**src/rtl/ctlx_pkg.sv**
```systemverilog
package ctlx_pkg;
  localparam int IDX_W   = 5;
  localparam int CAUSE_W = 5;
  localparam int ST_W    = 2;
  localparam int ST_PIE  = 0;
  localparam int ST_USER = 1;

  typedef enum logic [2:0] {
    OP_PLAIN = 3'd0,
    OP_RDCTL = 3'd1,
    OP_WRCTL = 3'd2,
    OP_ERET  = 3'd3,
    OP_BRET  = 3'd4,
    OP_TRAP  = 3'd5,
    OP_BREAK = 3'd6,
    OP_UNDEF = 3'd7
  } op_kind_e;

  localparam logic [IDX_W-1:0] CR_STATUS  = 5'd0;
  localparam logic [IDX_W-1:0] CR_ESTATUS = 5'd1;
  localparam logic [IDX_W-1:0] CR_BSTATUS = 5'd2;
  localparam logic [IDX_W-1:0] CR_IENABLE = 5'd3;
  localparam logic [IDX_W-1:0] CR_PEND    = 5'd4;
  localparam logic [IDX_W-1:0] CR_IDENT   = 5'd5;
  localparam logic [IDX_W-1:0] CR_CAUSE   = 5'd7;

  localparam logic [IDX_W-1:0] GPR_ZERO = 5'd0;
  localparam logic [IDX_W-1:0] GPR_EA   = 5'd29;
  localparam logic [IDX_W-1:0] GPR_BA   = 5'd30;

  localparam logic [CAUSE_W-1:0] CAUSE_IRQ   = 5'd1;
  localparam logic [CAUSE_W-1:0] CAUSE_TRAP  = 5'd2;
  localparam logic [CAUSE_W-1:0] CAUSE_UNDEF = 5'd4;
  localparam logic [CAUSE_W-1:0] CAUSE_PRIV  = 5'd5;

  typedef struct packed {
    logic               enter_exc;
    logic               enter_brk;
    logic               take_irq;
    logic               do_rd;
    logic               do_wr;
    logic               do_eret;
    logic               do_bret;
    logic [CAUSE_W-1:0] cause;
  } act_t;
endpackage

```
**src/rtl/ctlx_rst_sync.sv**
```systemverilog
module ctlx_rst_sync (
  input  logic clk,
  input  logic rst_n,
  output logic rst_sync_n
);
  logic [1:0] sync_q;

  always_ff @(posedge clk or negedge rst_n) begin
    if (!rst_n) sync_q <= 2'b00;
    else        sync_q <= {sync_q[0], 1'b1};
  end

  assign rst_sync_n = sync_q[1];
endmodule

```
**src/rtl/ctlx_pend.sv**
```systemverilog
module ctlx_pend #(
  parameter int NIRQ = 8
) (
  input  logic [NIRQ-1:0] irq_lines,
  input  logic [NIRQ-1:0] ienable,
  input  logic            pie,
  output logic [NIRQ-1:0] pend_masked,
  output logic            irq_req
);
  always_comb begin
    pend_masked = irq_lines & ienable;
    irq_req     = pie && (|pend_masked);
  end
endmodule

```
**src/rtl/ctlx_decode.sv**
```systemverilog
module ctlx_decode
  import ctlx_pkg::*;
(
  input  logic              op_valid,
  input  op_kind_e          op_kind,
  input  logic [IDX_W-1:0]  op_dst,
  input  logic              user,
  input  logic              irq_req,
  output act_t              act
);
  logic priv_op, fault, exec;

  always_comb begin
    priv_op = (op_kind == OP_RDCTL) || (op_kind == OP_WRCTL) ||
              (op_kind == OP_ERET)  || (op_kind == OP_BRET);
    fault   = user && priv_op;
    exec    = op_valid && !irq_req;

    act           = '0;
    act.take_irq  = op_valid && irq_req;
    act.enter_exc = act.take_irq ||
                    (exec && (fault || op_kind == OP_TRAP || op_kind == OP_UNDEF));
    act.enter_brk = exec && (op_kind == OP_BREAK);
    act.do_rd     = exec && !fault && (op_kind == OP_RDCTL) && (op_dst != GPR_ZERO);
    act.do_wr     = exec && !fault && (op_kind == OP_WRCTL);
    act.do_eret   = exec && !fault && (op_kind == OP_ERET);
    act.do_bret   = exec && !fault && (op_kind == OP_BRET);

    if (act.take_irq)            act.cause = CAUSE_IRQ;
    else if (fault)              act.cause = CAUSE_PRIV;
    else if (op_kind == OP_TRAP) act.cause = CAUSE_TRAP;
    else                         act.cause = CAUSE_UNDEF;
  end
endmodule

```
**src/rtl/ctlx_regs.sv**
```systemverilog
module ctlx_regs
  import ctlx_pkg::*;
#(
  parameter int               XLEN   = 32,
  parameter int               NIRQ   = 8,
  parameter logic [XLEN-1:0]  CPU_ID = 32'h0000_C0DE
) (
  input  logic             clk,
  input  logic             rst_n,
  input  act_t             act,
  input  logic [IDX_W-1:0] op_idx,
  input  logic [XLEN-1:0]  op_wdata,
  input  logic [NIRQ-1:0]  pend_masked,
  output logic [ST_W-1:0]  status,
  output logic [NIRQ-1:0]  ienable,
  output logic [XLEN-1:0]  rd_data
);
  logic [ST_W-1:0]    status_q, status_d, estatus_q, estatus_d, bstatus_q, bstatus_d;
  logic [NIRQ-1:0]    ien_q, ien_d;
  logic [CAUSE_W-1:0] cause_q, cause_d;
  logic               st_en, est_en, bst_en, ien_en, cause_en;
  logic [ST_W-1:0]    cleared;

  // next-state
  always_comb begin
    cleared          = status_q;
    cleared[ST_PIE]  = 1'b0;
    cleared[ST_USER] = 1'b0;

    st_en  = act.enter_exc || act.enter_brk || act.do_eret || act.do_bret ||
             (act.do_wr && op_idx == CR_STATUS);
    if (act.enter_exc || act.enter_brk) status_d = cleared;
    else if (act.do_eret)               status_d = estatus_q;
    else if (act.do_bret)               status_d = bstatus_q;
    else                                status_d = op_wdata[ST_W-1:0];

    est_en    = act.enter_exc || (act.do_wr && op_idx == CR_ESTATUS);
    estatus_d = act.enter_exc ? status_q : op_wdata[ST_W-1:0];

    bst_en    = act.enter_brk || (act.do_wr && op_idx == CR_BSTATUS);
    bstatus_d = act.enter_brk ? status_q : op_wdata[ST_W-1:0];

    ien_en = act.do_wr && (op_idx == CR_IENABLE);
    ien_d  = op_wdata[NIRQ-1:0];

    cause_en = act.enter_exc;
    cause_d  = act.cause;
  end

  // registers
  always_ff @(posedge clk or negedge rst_n) begin
    if (!rst_n) begin
      status_q  <= '0;
      estatus_q <= '0;
      bstatus_q <= '0;
      ien_q     <= '0;
      cause_q   <= '0;
    end else begin
      if (st_en)    status_q  <= status_d;
      if (est_en)   estatus_q <= estatus_d;
      if (bst_en)   bstatus_q <= bstatus_d;
      if (ien_en)   ien_q     <= ien_d;
      if (cause_en) cause_q   <= cause_d;
    end
  end

  // read mux
  always_comb begin
    case (op_idx)
      CR_STATUS:  rd_data = XLEN'(status_q);
      CR_ESTATUS: rd_data = XLEN'(estatus_q);
      CR_BSTATUS: rd_data = XLEN'(bstatus_q);
      CR_IENABLE: rd_data = XLEN'(ien_q);
      CR_PEND:    rd_data = XLEN'(pend_masked);
      CR_IDENT:   rd_data = CPU_ID;
      CR_CAUSE:   rd_data = XLEN'(cause_q);
      default:    rd_data = '0;
    endcase
  end

  assign status  = status_q;
  assign ienable = ien_q;
endmodule

```
**src/rtl/ctlx_unit.sv**
```systemverilog
module ctlx_unit
  import ctlx_pkg::*;
#(
  parameter int              XLEN       = 32,
  parameter int              NIRQ       = 8,
  parameter logic [XLEN-1:0] EXC_VECTOR = 32'h0000_0020,
  parameter logic [XLEN-1:0] BRK_VECTOR = 32'h0000_0100,
  parameter logic [XLEN-1:0] CPU_ID     = 32'h0000_C0DE
) (
  input  logic            clk,
  input  logic            rst_n,
  input  logic            op_valid,
  input  logic [2:0]      op_kind,
  input  logic [4:0]      op_idx,
  input  logic [4:0]      op_dst,
  input  logic [XLEN-1:0] op_wdata,
  input  logic [XLEN-1:0] insn_pc,
  input  logic [XLEN-1:0] ea_val,
  input  logic [XLEN-1:0] ba_val,
  input  logic [NIRQ-1:0] irq_lines,
  output logic            gpr_we,
  output logic [4:0]      gpr_idx,
  output logic [XLEN-1:0] gpr_data,
  output logic            redir_valid,
  output logic [XLEN-1:0] redir_pc,
  output logic            resync,
  output logic            irq_req,
  output logic            priv_user
);
  logic            rst_sync_n;
  act_t            act;
  logic [ST_W-1:0] status;
  logic [NIRQ-1:0] ienable, pend_masked;
  logic [XLEN-1:0] rd_data, ret_addr;

  ctlx_rst_sync u_rst (
    .clk        (clk),
    .rst_n      (rst_n),
    .rst_sync_n (rst_sync_n)
  );

  ctlx_pend #(.NIRQ(NIRQ)) u_pend (
    .irq_lines   (irq_lines),
    .ienable     (ienable),
    .pie         (status[ST_PIE]),
    .pend_masked (pend_masked),
    .irq_req     (irq_req)
  );

  ctlx_decode u_dec (
    .op_valid (op_valid),
    .op_kind  (op_kind_e'(op_kind)),
    .op_dst   (op_dst),
    .user     (status[ST_USER]),
    .irq_req  (irq_req),
    .act      (act)
  );

  ctlx_regs #(.XLEN(XLEN), .NIRQ(NIRQ), .CPU_ID(CPU_ID)) u_regs (
    .clk         (clk),
    .rst_n       (rst_sync_n),
    .act         (act),
    .op_idx      (op_idx),
    .op_wdata    (op_wdata),
    .pend_masked (pend_masked),
    .status      (status),
    .ienable     (ienable),
    .rd_data     (rd_data)
  );

  always_comb begin
    ret_addr = act.take_irq ? insn_pc : insn_pc + XLEN'(4);

    gpr_we = act.do_rd || act.enter_exc || act.enter_brk;
    if (act.do_rd)          gpr_idx = op_dst;
    else if (act.enter_brk) gpr_idx = GPR_BA;
    else                    gpr_idx = GPR_EA;
    gpr_data = act.do_rd ? rd_data : ret_addr;

    redir_valid = act.enter_exc || act.enter_brk || act.do_eret || act.do_bret;
    if (act.enter_exc)      redir_pc = EXC_VECTOR;
    else if (act.enter_brk) redir_pc = BRK_VECTOR;
    else if (act.do_eret)   redir_pc = ea_val;
    else                    redir_pc = ba_val;

    resync    = act.do_wr && (op_idx == CR_STATUS || op_idx == CR_IENABLE);
    priv_user = status[ST_USER];
  end
endmodule

```
**config.mk**
```make
export PLATFORM = sky130hd
export DESIGN_NAME = ctlx_unit
export DESIGN_NICKNAME = d
export VERILOG_FILES = /design/src/rtl/ctlx_pkg.sv /design/src/rtl/ctlx_rst_sync.sv /design/src/rtl/ctlx_pend.sv /design/src/rtl/ctlx_decode.sv /design/src/rtl/ctlx_regs.sv /design/src/rtl/ctlx_unit.sv
export SDC_FILE = /design/constraint.sdc
export NUM_CORES = 1
export LEC_CHECK = 0
export BUFFER_PORTS_ARGS = -buffer_cell sky130_fd_sc_hd__buf_2
export CAP_MARGIN = 20
export CORE_MARGIN = 2
export CORE_UTILIZATION = 30
export CTS_CLUSTER_SIZE = 10
export DETAILED_ROUTE_END_ITERATION = 10
export PLACE_DENSITY = 0.63
export SLEW_MARGIN = 20
export SYNTH_ARGS = -nofsm -noshare
export SYNTH_HDL_FRONTEND = slang
export SYNTH_SLANG_ARGS = --single-unit
```
**constraint.sdc**
```tcl
create_clock -name clk -period 2.5 [get_ports clk]
set_input_delay 0.5 -clock clk [delete_from_list [all_inputs] [get_ports clk]]
set_output_delay 0.5 -clock clk [all_outputs]
set_load 0.02 [all_outputs]
```
Word-level counts from Yosys, hierarchy flattened

Cells that the tools add are included.

Input port bits: 152
Bits in registers: 21
Output and inout port bits: 74
Word-level logic and storage cells: 74

Multiplexer cells: 16
Eq/ne operators: 13
Reduce and logical (&&, ||, !) cells: 37
Bitwise logic cells: 1
Add/subtract/negate cells: 1

Operator list:

| operator                                                              | count |
|---|---|
| 32-bit 2-to-1 mux                                                     | 5 |
| 16-bit case mux with 7 select lines                                   | 1 |
| 32-bit by 3-bit adder with 32-bit output, second input constant       | 1 |
| 1-bit logical AND                                                     | 17 |
| 5-bit by 3-bit equality test with 1-bit output, second input constant | 3 |
| 1-bit logical OR                                                      | 15 |
| 5-bit 2-to-1 mux                                                      | 3 |
| 3-bit equality test, second input constant                            | 4 |
| 2-bit 2-to-1 mux                                                      | 6 |
| 5-bit by 2-bit equality test with 1-bit output, second input constant | 2 |
| 8-bit AND                                                             | 1 |
| 8-bit OR reduction                                                    | 1 |
| 3-bit by 2-bit equality test with 1-bit output, second input constant | 2 |
| 5-bit by 1-bit equality test with 1-bit output, second input constant | 1 |
| 5-bit zero test                                                       | 1 |
| 5-bit nonzero test                                                    | 1 |
| 3-bit by 1-bit equality test with 1-bit output, second input constant | 1 |
| 3-bit 2-to-1 mux                                                      | 1 |
| 1-bit zero test                                                       | 2 |

Longest topological paths before layout

Gate-level depths: netlist of run 1.

Word-level depth: 13
Depth in mapped cells: 8

By module

Synthesis of run 1 repeated with hierarchy kept, for this count alone.

Cells, all modules: 436
Area total of the unflattened synthesis: 3233.1 um^2

By module, submodules not included:

| module        | area an instance (um^2) | seq. area each (um^2) | times used | cells an instance |
|---|---|---|---|---|
| ctlx_unit     | 1574.0                  | 0.0                   | 1          | 252 |
| ctlx_regs     | 1360.1                  | 475.5                 | 1          | 145 |
| ctlx_decode   | 167.7                   | 0.0                   | 1          | 25 |
| ctlx_pend     | 77.6                    | 0.0                   | 1          | 11 |
| ctlx_rst_sync | 53.8                    | 50.0                  | 1          | 3 |

Least setup slack after synthesis of run 1

OpenSTA, ideal clock, no wires.

Path kind: input-to-output
Start: input port irq_lines[6]
End: output port gpr_data[0]
Slack: -0.029 ns
Stages on the path: 7
Data arrival time: 2.029 ns
Cells stage by stage: a22oi_1 nand2_1 o21ai_2 buf_2 nand3_1 buf_2 o31ai_1

Cells in the longest elaborated chain, start to end: 9
Elaborated cells between the ends (all ways): 11

RTL lines:

| item                           | RTL line          | source |
|---|---|---|
| start: declaration             | ctlx_unit.sv:20   | `input logic [NIRQ-1:0] irq_lines,` |
| 8-bit AND *                    | ctlx_pend.sv:11   | `pend_masked = irq_lines & ienable;` |
| 8-bit OR reduction *           | ctlx_pend.sv:12   | `irq_req = pie && (\|pend_masked);` |
| 1-bit logical AND *            | ctlx_pend.sv:12   |  |
| 1-bit zero test                | ctlx_decode.sv:17 | `exec = op_valid && !irq_req;` |
| 1-bit logical AND              | ctlx_decode.sv:17 |  |
| 1-bit logical AND (3 in a row) | ctlx_decode.sv:24 | `act.do_rd = exec && !fault && (op_kind == OP_RDCTL) && (op_dst != GPR_ZERO);` |
| 32-bit 2-to-1 mux *            | ctlx_unit.sv:78   | `gpr_data = act.do_rd ? rd_data : ret_addr;` |
| end: declaration               | ctlx_unit.sv:23   | `output logic [XLEN-1:0] gpr_data,` |

Every way passes the cells marked *; elsewhere a longest branch is shown, timed or not.

Worst setup path after layout of run 1

Start: register u_regs.ien_q[2] (netlist: u_regs.ienable[2])
End: output port gpr_data[30]

Cells in the longest elaborated chain, start to end: 9
Elaborated cells between the ends (all ways): 11

RTL lines:

| item                           | RTL line          | source |
|---|---|---|
| start: declaration             | ctlx_regs.sv:19   | `logic [NIRQ-1:0] ien_q, ien_d;` |
| start signal: assignment       | ctlx_regs.sv:62   | `if (ien_en) ien_q <= ien_d;` |
| 8-bit AND *                    | ctlx_pend.sv:11   |  |
| 8-bit OR reduction *           | ctlx_pend.sv:12   |  |
| 1-bit logical AND *            | ctlx_pend.sv:12   |  |
| 1-bit zero test                | ctlx_decode.sv:17 |  |
| 1-bit logical AND              | ctlx_decode.sv:17 |  |
| 1-bit logical AND (3 in a row) | ctlx_decode.sv:24 |  |
| 32-bit 2-to-1 mux *            | ctlx_unit.sv:78   |  |

Marked as above.

==> results of run 1 <==
timing repair:
action,4_1_cts,5_1_grt
gates cloned,3,10
setup buffers,8,5
pin swaps,49,52
endpoints found under the setup margin,68,72
hold buffers,0,1
hold endpoints to repair,0,2
gates resized for setup,167,163
per-layer routing:
metal  wire [microns]  global-route usage, %
met1             5200                   27.7
met2             7310                   38.4
met3              865                   2.29
met4              291                   6.32
met5                0                      0
synth_stat cells, types with 2 or more instances:
cell / count
sky130_fd_sc_hd__o21ai_0: 25
sky130_fd_sc_hd__and2_1: 2
sky130_fd_sc_hd__and4_1: 2
sky130_fd_sc_hd__nor2b_1: 4
sky130_fd_sc_hd__o21a_1: 2
sky130_fd_sc_hd__xor2_1: 4
sky130_fd_sc_hd__clkbuf_1: 18
sky130_fd_sc_hd__and3_1: 6
sky130_fd_sc_hd__mux2_2: 8
sky130_fd_sc_hd__buf_1: 2
sky130_fd_sc_hd__o22ai_1: 2
sky130_fd_sc_hd__dfrtp_1: 19
sky130_fd_sc_hd__nor2_1: 43
sky130_fd_sc_hd__a31oi_1: 5
sky130_fd_sc_hd__buf_2: 12
sky130_fd_sc_hd__a22oi_1: 3
sky130_fd_sc_hd__nor3_1: 13
sky130_fd_sc_hd__nor4_1: 8
sky130_fd_sc_hd__a22o_1: 2
sky130_fd_sc_hd__nand4_1: 11
sky130_fd_sc_hd__nand3_1: 22
sky130_fd_sc_hd__mux2i_1: 4
sky130_fd_sc_hd__a21oi_1: 52
sky130_fd_sc_hd__xnor2_1: 22
sky130_fd_sc_hd__a211oi_1: 2
sky130_fd_sc_hd__nand2_1: 98
sky130_fd_sc_hd__or3_1: 5
sky130_fd_sc_hd__nand2b_1: 5
sky130_fd_sc_hd__a31o_2: 2
sky130_fd_sc_hd__o31ai_1: 2
sky130_fd_sc_hd__nor4_2: 2
sky130_fd_sc_hd__nor4b_1: 2
sky130_fd_sc_hd__inv_1: 10
cells by family after synthesis:
kind of cell	after synthesis	share of synthesized area [%]
buffers and inverters	43	6.58
adders and majority gates	1	0.448
xor gates and xnor gates	26	8.15
AOI/OAI and AO/OA	106	22.1
and+or+nand+nor	233	40.5
other	1	0.134
DFF	19	17.0
muxes	13	5.06
metrics by stage:
stage                     util, %  area [sq um]  cells  hold WS, ps  worst slack [ps]
after CTS                    54.8          5020    780         9.64              -144
final                        64.9          5940    796          311              -126
after global routing         64.9          5940    796          359              -262
after floorplan                 -          2800    442          204              81.0
after global placement       45.8          4190    765          286              -132
after detailed placement     45.8          4190    765          288              -140
worst register-to-register path, delay by kind of cell (launching register included):
kind,cells,cell delay [ps]
buf+inv,2,250
mux,1,350
compound gates,2,420
simple gates,3,590
flops,1,410
registers in the layout (all words and copies together), names as in the netlist:
signal	count
u_regs.estatus_q	2
u_regs.ienable	8
u_regs.status	2
u_regs.bstatus_q	2
u_regs.cause_q	3
u_rst.sync_q	2
final cells by class:
type	count	share of cell area (%)
Timing Repair Buffer	272	37.6
Inverter	10	0.632
Clock buffer	3	0.695
Tap cell	111	2.34
Clock inverter	1	0.0842
Sequential cell	19	8.00
Multi-Input combinational cell	380	50.6
worst max path at each step:
stage,from,end
5_1_grt,u_regs.ienable[2]$_DFFE_PN0P_,gpr_data[30]
2_1_floorplan,op_valid,gpr_data[5]
6_report,u_regs.ienable[2]$_DFFE_PN0P_,gpr_data[30]
3_5_place_dp,irq_lines[6],redir_pc[8]
4_1_cts,u_regs.ienable[3]$_DFFE_PN0P_,gpr_data[24]
3_3_place_gp,irq_lines[4],redir_pc[8]
cells in the final DEF, fill, tap and decap left out, types with 6 or more instances in the layout:
cell type                   instances
sky130_fd_sc_hd__a21oi_1           16
sky130_fd_sc_hd__a21oi_2           20
sky130_fd_sc_hd__a21oi_4           16
sky130_fd_sc_hd__buf_12             7
sky130_fd_sc_hd__buf_2            131
sky130_fd_sc_hd__buf_4             63
sky130_fd_sc_hd__buf_6             56
sky130_fd_sc_hd__clkbuf_16          8
sky130_fd_sc_hd__dfrtp_1           19
sky130_fd_sc_hd__inv_1              9
sky130_fd_sc_hd__mux2_2             7
sky130_fd_sc_hd__nand2_1           71
sky130_fd_sc_hd__nand2_2           13
sky130_fd_sc_hd__nand2_4           15
sky130_fd_sc_hd__nand3_1           18
sky130_fd_sc_hd__nand4_1           11
sky130_fd_sc_hd__nor2_1            28
sky130_fd_sc_hd__nor2_2             6
sky130_fd_sc_hd__nor2_4             9
sky130_fd_sc_hd__nor4_4             9
sky130_fd_sc_hd__o21ai_0           16
sky130_fd_sc_hd__xnor2_1           20
power by group through the flow:
stage               clock network [mW]  logic, mW  registers (mW)
global route                     0.243       1.29           0.417
finish                           0.223       1.22           0.413
CTS                              0.227      0.996           0.409
detailed placement                   0      0.822           0.414
global placement                     0      0.812           0.412
floorplan                            0      0.464           0.400
==> impl_metrics.toml, run 1 <==
[outcome]
status = "finished, violations left"
failing_checks = "setup timing"

[global_routing]
grt_antenna_before_repair = 0
gr-usage-all-layers_pct = 21.6
via_count_of_the_first_global_routing_pass = 3750
largest_net_degree_at_the_start_of_global_routing = 31
globalRouteOverflowTotal = 0
wire_length_of_the_first_global_routing_pass_microns = 18000

[power_and_ir_drop]
pwr-share-clk_pct = 12.0
power.net_switching_mw = 0.814
power.combinational.fraction_pct = 65.8
power_per_unit_of_standard_cell_area_nw_per_um2 = 313
leakage_power_nw = 2.66
pwr-share-seq_pct = 22.2
total_power_mw = 1.86
p_int_mw = 1.04
vdd.ir_drop.worst_uv = 297
swShare_pct = 43.8

[timing]
finalMaxSlewViolations = 0
period_minus_slack_ps = 2630
grt_setup_unrepaired = "yes"
tns_ps = -4060
timing_hold_violations_final = 0
max_slew.worst_pin.slew_ps = 765
setup_ws_ps = -126
setup-violations-final = 61
worst_slew_margin_rel_pct = 49.0
worst_clock_skew_ps = 9.89
fmaxAchievable_mhz = 381
layout_worst_path_cycle_share_pct = 105

[synth]
postSynthCellCount = 442
fraction_of_registers_with_async_set_reset_pct = 100
synth_area_per_cell_sq_um = 6.32
yosys_register_bits = 19
yosysWarnings = 0
yosys.cell_types.count = 56
ys.flop_type = "sky130_fd_sc_hd__dfrtp_1"
synth_edf_count = 0
post_syn_nets = 595
mappedNetlistArea_sq_um = 2790
yosys.area.top_type = "sky130_fd_sc_hd__dfrtp_1"
ys_top_cells_by_area = "sky130_fd_sc_hd__dfrtp_1 (17%), sky130_fd_sc_hd__nand2_1 (13%), sky130_fd_sc_hd__a21oi_1 (9.3%)"
synth_sequential_area_ratio_pct = 17.0
post-synth-top-area-fraction_pct = 17.0

[worst_setup_path]
cpLargestDelayFamily = "simple AND/OR/NAND/NOR gates"
crit_path_end_kind = "output port"
timing.critical_path.slowest_stage_cell = "sky130_fd_sc_hd__dfrtp_1"
crit_path_start_kind = "register"
critical_path_cell_count = 7
timing.setup.critical_path_class = "register to output port"
delay_of_the_slowest_cell_on_the_worst_path_ps = 420
cp.required_ps = 2000
maximum_fanout_encountered_on_the_critical_timing_path = 6
worstRegToRegCells = 8
crit_chain = "nand2_1, nand4_1, o21a_4, nand4bb_4, or3_1, a21oi_1, buf_4"
reg2reg_from = "u_regs.ienable[6]$_DFFE_PN0P_"
crit_arrival_ps = 2130
timing.rr.end = "u_regs.ienable[0]$_DFFE_PN0P_"
rrSetupSlack_ps = 360
worstPathBufferInverterCount = 1

[clock_network]
worst_skew_pair.late_latency_ps = 260
path_clk_slew_ps = 80
clk_sinks = 19
ctsLongestPathBuffers = 2
cts_tree = "done"
cts_buffers = 3
cts.root.buffer_cell = "sky130_fd_sc_hd__clkbuf_8"
cts_max_level = 1

[routing]
detailroute.via_count = 4320
drc_errors = 0
routed_wirelength_microns = 13700
antenna_violating_nets_post_route = 0
vias_per_cell = 5.43
pre_antenna_drt_iters = 5
drt_iter0_drc = 163
wire_per_inst_microns = 17.2

[cells_and_area]
n_antenna_cell = 0
layout-area-overhead-vs-synth_pct = 113
layout.nets = 839
fillers = 729
multiInputGateArea_sq_um = 3010
drive_above_1_share_pct = 60.6
layout.area.seq_sq_um = 475

[floorplan]
chipWidth_microns = 101
design.portCount = 226
dieHeight_microns = 101
start_util_pct = 30.5
floorplan.rows = 35
design.die.area_sq_um = 10100
coreArea_sq_um = 9150

[place]
place_congestion = 0.880
buffer_ports.inserted = 201
hpwl_microns = 8600

[flow_run]
timing.max_cap.violations = 0

[hold_path]
holdCritPathClass = "register to async pin"
No activity file was read; power rests on OpenSTA's default activity.
==> run 2: changes to the inputs <==
Settings changed: ABC_AREA set to 1, CTS_CLUSTER_DIAMETER set to 200, PLACE_DENSITY 0.63 to 0.6.
Clock period 2.5 ns to 3.35 ns, I/O delays scaled along.
==> run 2 against run 1 <==
Compared with the run above:
- the flow now finishes without violations
- count of clock-buffer cells in the layout increased by 1
- area after synthesis up 21%
- non-clock buffer count decreased by 59
==> impl_metrics.toml, run 2 <==
[worst_setup_path]
crit_arrival_ps = 2420
worstRegToRegCells = 12
reg2reg_from = "u_regs.ienable[5]$_DFFE_PN0P_"
crit_chain = "buf_2, nand2_1, nand2_1, nor2_1, nand2_1, nand2_2, nand2_2, nor2_8, nand2_2, inv_2, nand2_1, nand2_1, buf_2"
crit_path_start_kind = "input pin"
timing.rr.end = "u_regs.ienable[0]$_DFFE_PN0P_"
timing.critical_path.slowest_stage_cell = "sky130_fd_sc_hd__inv_2"
cp.required_ps = 2680
timing.setup.critical_path_class = "input pin to output port"
rrSetupSlack_ps = 1400
crit_path_end_kind = "output port"
maximum_fanout_encountered_on_the_critical_timing_path = 22
delay_of_the_slowest_cell_on_the_worst_path_ps = 310
cpMostUsedCell = "sky130_fd_sc_hd__nand2_1"

[power_and_ir_drop]
swShare_pct = 44.8
p_int_mw = 0.551
pwr-share-seq_pct = 28.4
power_per_unit_of_standard_cell_area_nw_per_um2 = 219
power.net_switching_mw = 0.447
power.combinational.fraction_pct = 55.6
pwr-share-clk_pct = 16.0
vdd.ir_drop.worst_uv = 190
leakage_power_nw = 2.57

[floorplan]
design.portCount = 226
design.die.area_sq_um = 12100
start_util_pct = 31.0
dieHeight_microns = 110
coreArea_sq_um = 10900
chipWidth_microns = 110
floorplan.rows = 38

[synth]
yosys.area.top_type = "sky130_fd_sc_hd__nand2_1"
synth_area_per_cell_sq_um = 5.76
cell_types_with_the_highest_counts_after_synthesis = "sky130_fd_sc_hd__nand2_1 (168), sky130_fd_sc_hd__inv_1 (87), sky130_fd_sc_hd__nand3_1 (47), sky130_fd_sc_hd__nor2_1 (42), sky130_fd_sc_hd__a21oi_2 (30)"
yosys_register_bits = 19
yosys.cell_types.count = 40
synth_edf_count = 0
ys_top_cells_by_area = "sky130_fd_sc_hd__nand2_1 (19%), sky130_fd_sc_hd__dfrtp_1 (14%), sky130_fd_sc_hd__inv_1 (9.7%)"
synth_sequential_area_ratio_pct = 14.1
postSynthCellCount = 585
cell_with_the_most_instances_after_synthesis = "sky130_fd_sc_hd__nand2_1"
yosysWarnings = 0
post_syn_nets = 738
mappedNetlistArea_sq_um = 3370
ys.flop_type = "sky130_fd_sc_hd__dfrtp_1"
fraction_of_registers_with_async_set_reset_pct = 100
post-synth-top-area-fraction_pct = 18.7

[routing]
pre_antenna_drt_iters = 4
vias_per_cell = 4.69
drt_iter0_drc = 261
wire_per_inst_microns = 12.6
drc_errors = 0
routed_wirelength_microns = 11600
detailroute.via_count = 4315
antenna_violating_nets_post_route = 0

[timing]
timing_hold_violations_final = 0
tns_ps = 0
fmaxAchievable_mhz = 323
layout_worst_path_cycle_share_pct = 92.3
setup-violations-final = 0
max_slew.worst_pin.slew_ps = 702
worst_clock_skew_ps = 4.99
finalMaxSlewViolations = 0
worst_slew_margin_rel_pct = 53.2
period_minus_slack_ps = 3090
setup_ws_ps = 258
grt_setup_unrepaired = "no"

[global_routing]
use_met2_pct = 29.7
grt_use_met3_pct = 0.764
globalRouteOverflowTotal = 0
largest_net_degree_at_the_start_of_global_routing = 31
gr-max-usage-layer = "met2"
wire_length_of_the_first_global_routing_pass_microns = 17700
met1_track_utilization_from_global_routing_pct = 26.8
grt_antenna_before_repair = 0
gr-usage-all-layers_pct = 18.1
via_count_of_the_first_global_routing_pass = 3706

[clock_network]
worst_skew_pair.late_latency_ps = 260
clk_sinks = 19
cts_tree = "done"
path_clk_slew_ps = 70
cts_buffers = 3
ctsLongestPathBuffers = 2
post_cts_hold_buffer_count = 0
cts.repair_timing.setup_buffer_count = 0
postCtsResizedCells = 0
cts_max_level = 1
cts.root.buffer_cell = "sky130_fd_sc_hd__clkbuf_8"

[cells_and_area]
fillers = 1247
layout.nets = 935
n_antenna_cell = 0
largest_register_ffs = 8
drive_above_1_share_pct = 37.1
layout-area-overhead-vs-synth_pct = 35.1
final_cell_mix = "sky130_fd_sc_hd__buf_2 (201), sky130_fd_sc_hd__nand2_1 (167), sky130_fd_sc_hd__inv_1 (87)"
most_frequent_standard_cell_in_the_layout_excluding_fill_and_tap_cells = "sky130_fd_sc_hd__buf_2"

[outcome]
status = "complete, no violations"

[hold_path]
holdCritPathClass = "input pin to async pin"

[flow_run]
timing.max_cap.violations = 0

[place]
place_congestion = 0.866
buffer_ports.inserted = 201
hpwl_microns = 9830
place_ws_ps = 119
-- run 2: cell count changes after synthesis, sizes merged, moves of 9 or more --
cell | before | now
clkbuf | 18 | 4
inv | 10 | 93
mux2 | 9 | 0
nand2 | 99 | 175
nand3 | 24 | 47
nor4 | 10 | 1
o21ai | 26 | 60
xnor2 | 22 | 4
-- run 2: how the worst max path moves through the flow --
stage,endpoint,start
5_1_grt,gpr_data[14],irq_lines[3]
3_5_place_dp,redir_pc[1],irq_lines[5]
6_report,gpr_data[15],irq_lines[5]
3_3_place_gp,redir_pc[30],irq_lines[5]
4_1_cts,redir_pc[30],irq_lines[5]
2_1_floorplan,gpr_data[5],irq_lines[5]
-- run 2: cell type report --
cell class / instances / area [sq um] / share of cell area (%)
multi-input combinational: 452 / 2400 / 52.7
timing repair buffer: 213 / 1110 / 24.3
sequential: 19 / 475 / 10.4
inverter: 93 / 352 / 7.72
tap: 140 / 175 / 3.85
clock buffer: 4 / 45.0 / 0.989
-- run 2: power by group through the flow --
stage | Combinational [mW] | Clock (mW) | Sequential [mW]
floorplan | 0.345 | 0 | 0.282
global placement | 0.554 | 0 | 0.287
detailed placement | 0.555 | 0 | 0.289
CTS | 0.558 | 0.164 | 0.284
global route | 0.615 | 0.172 | 0.288
finish | 0.555 | 0.159 | 0.284
-- run 2: kinds of logic after synthesis --
logic type / synth area share, %
fa+ha+maj: 0.371
flops: 14.1
other cells: 0.111
compound gates: 26.7
buf+inv: 15.0
simple gates: 40.6
xor+xnor: 3.12
-- run 2: per-layer routing --
| metal | part of all wire, % | vias to the layer above |
|---|---|---|
| li1 | - | 2289 |
| met4 | 0.30 | 0 |
| met3 | 5.1 | 4 |
| met5 | 0 | - |
| met1 | 48 | 1901 |
| met2 | 46 | 121 |
-- run 2: worst max-delay path, delay by kind of cell --
| kind | cells | cell delay (ps) |
|---|---|---|
| AND/OR/NAND/NOR | 10 | 1160 |
| buffers and inverters | 3 | 570 |
-- run 2: stage by stage --
step | std cells | utilization (%) | hold WS (ps) | area (sq um) | power [mW]
3_3_place_gp | 917 | 41.4 | 315 | 4510 | 0.841
3_5_place_dp | 917 | 41.4 | 313 | 4510 | 0.844
4_1_cts | 921 | 41.8 | 181 | 4550 | 1.01
2_1_floorplan | 585 | - | 213 | 3370 | 0.627
5_1_grt | 921 | 41.8 | 178 | 4560 | 1.07
6_report | 921 | 41.8 | 181 | 4560 | 0.998
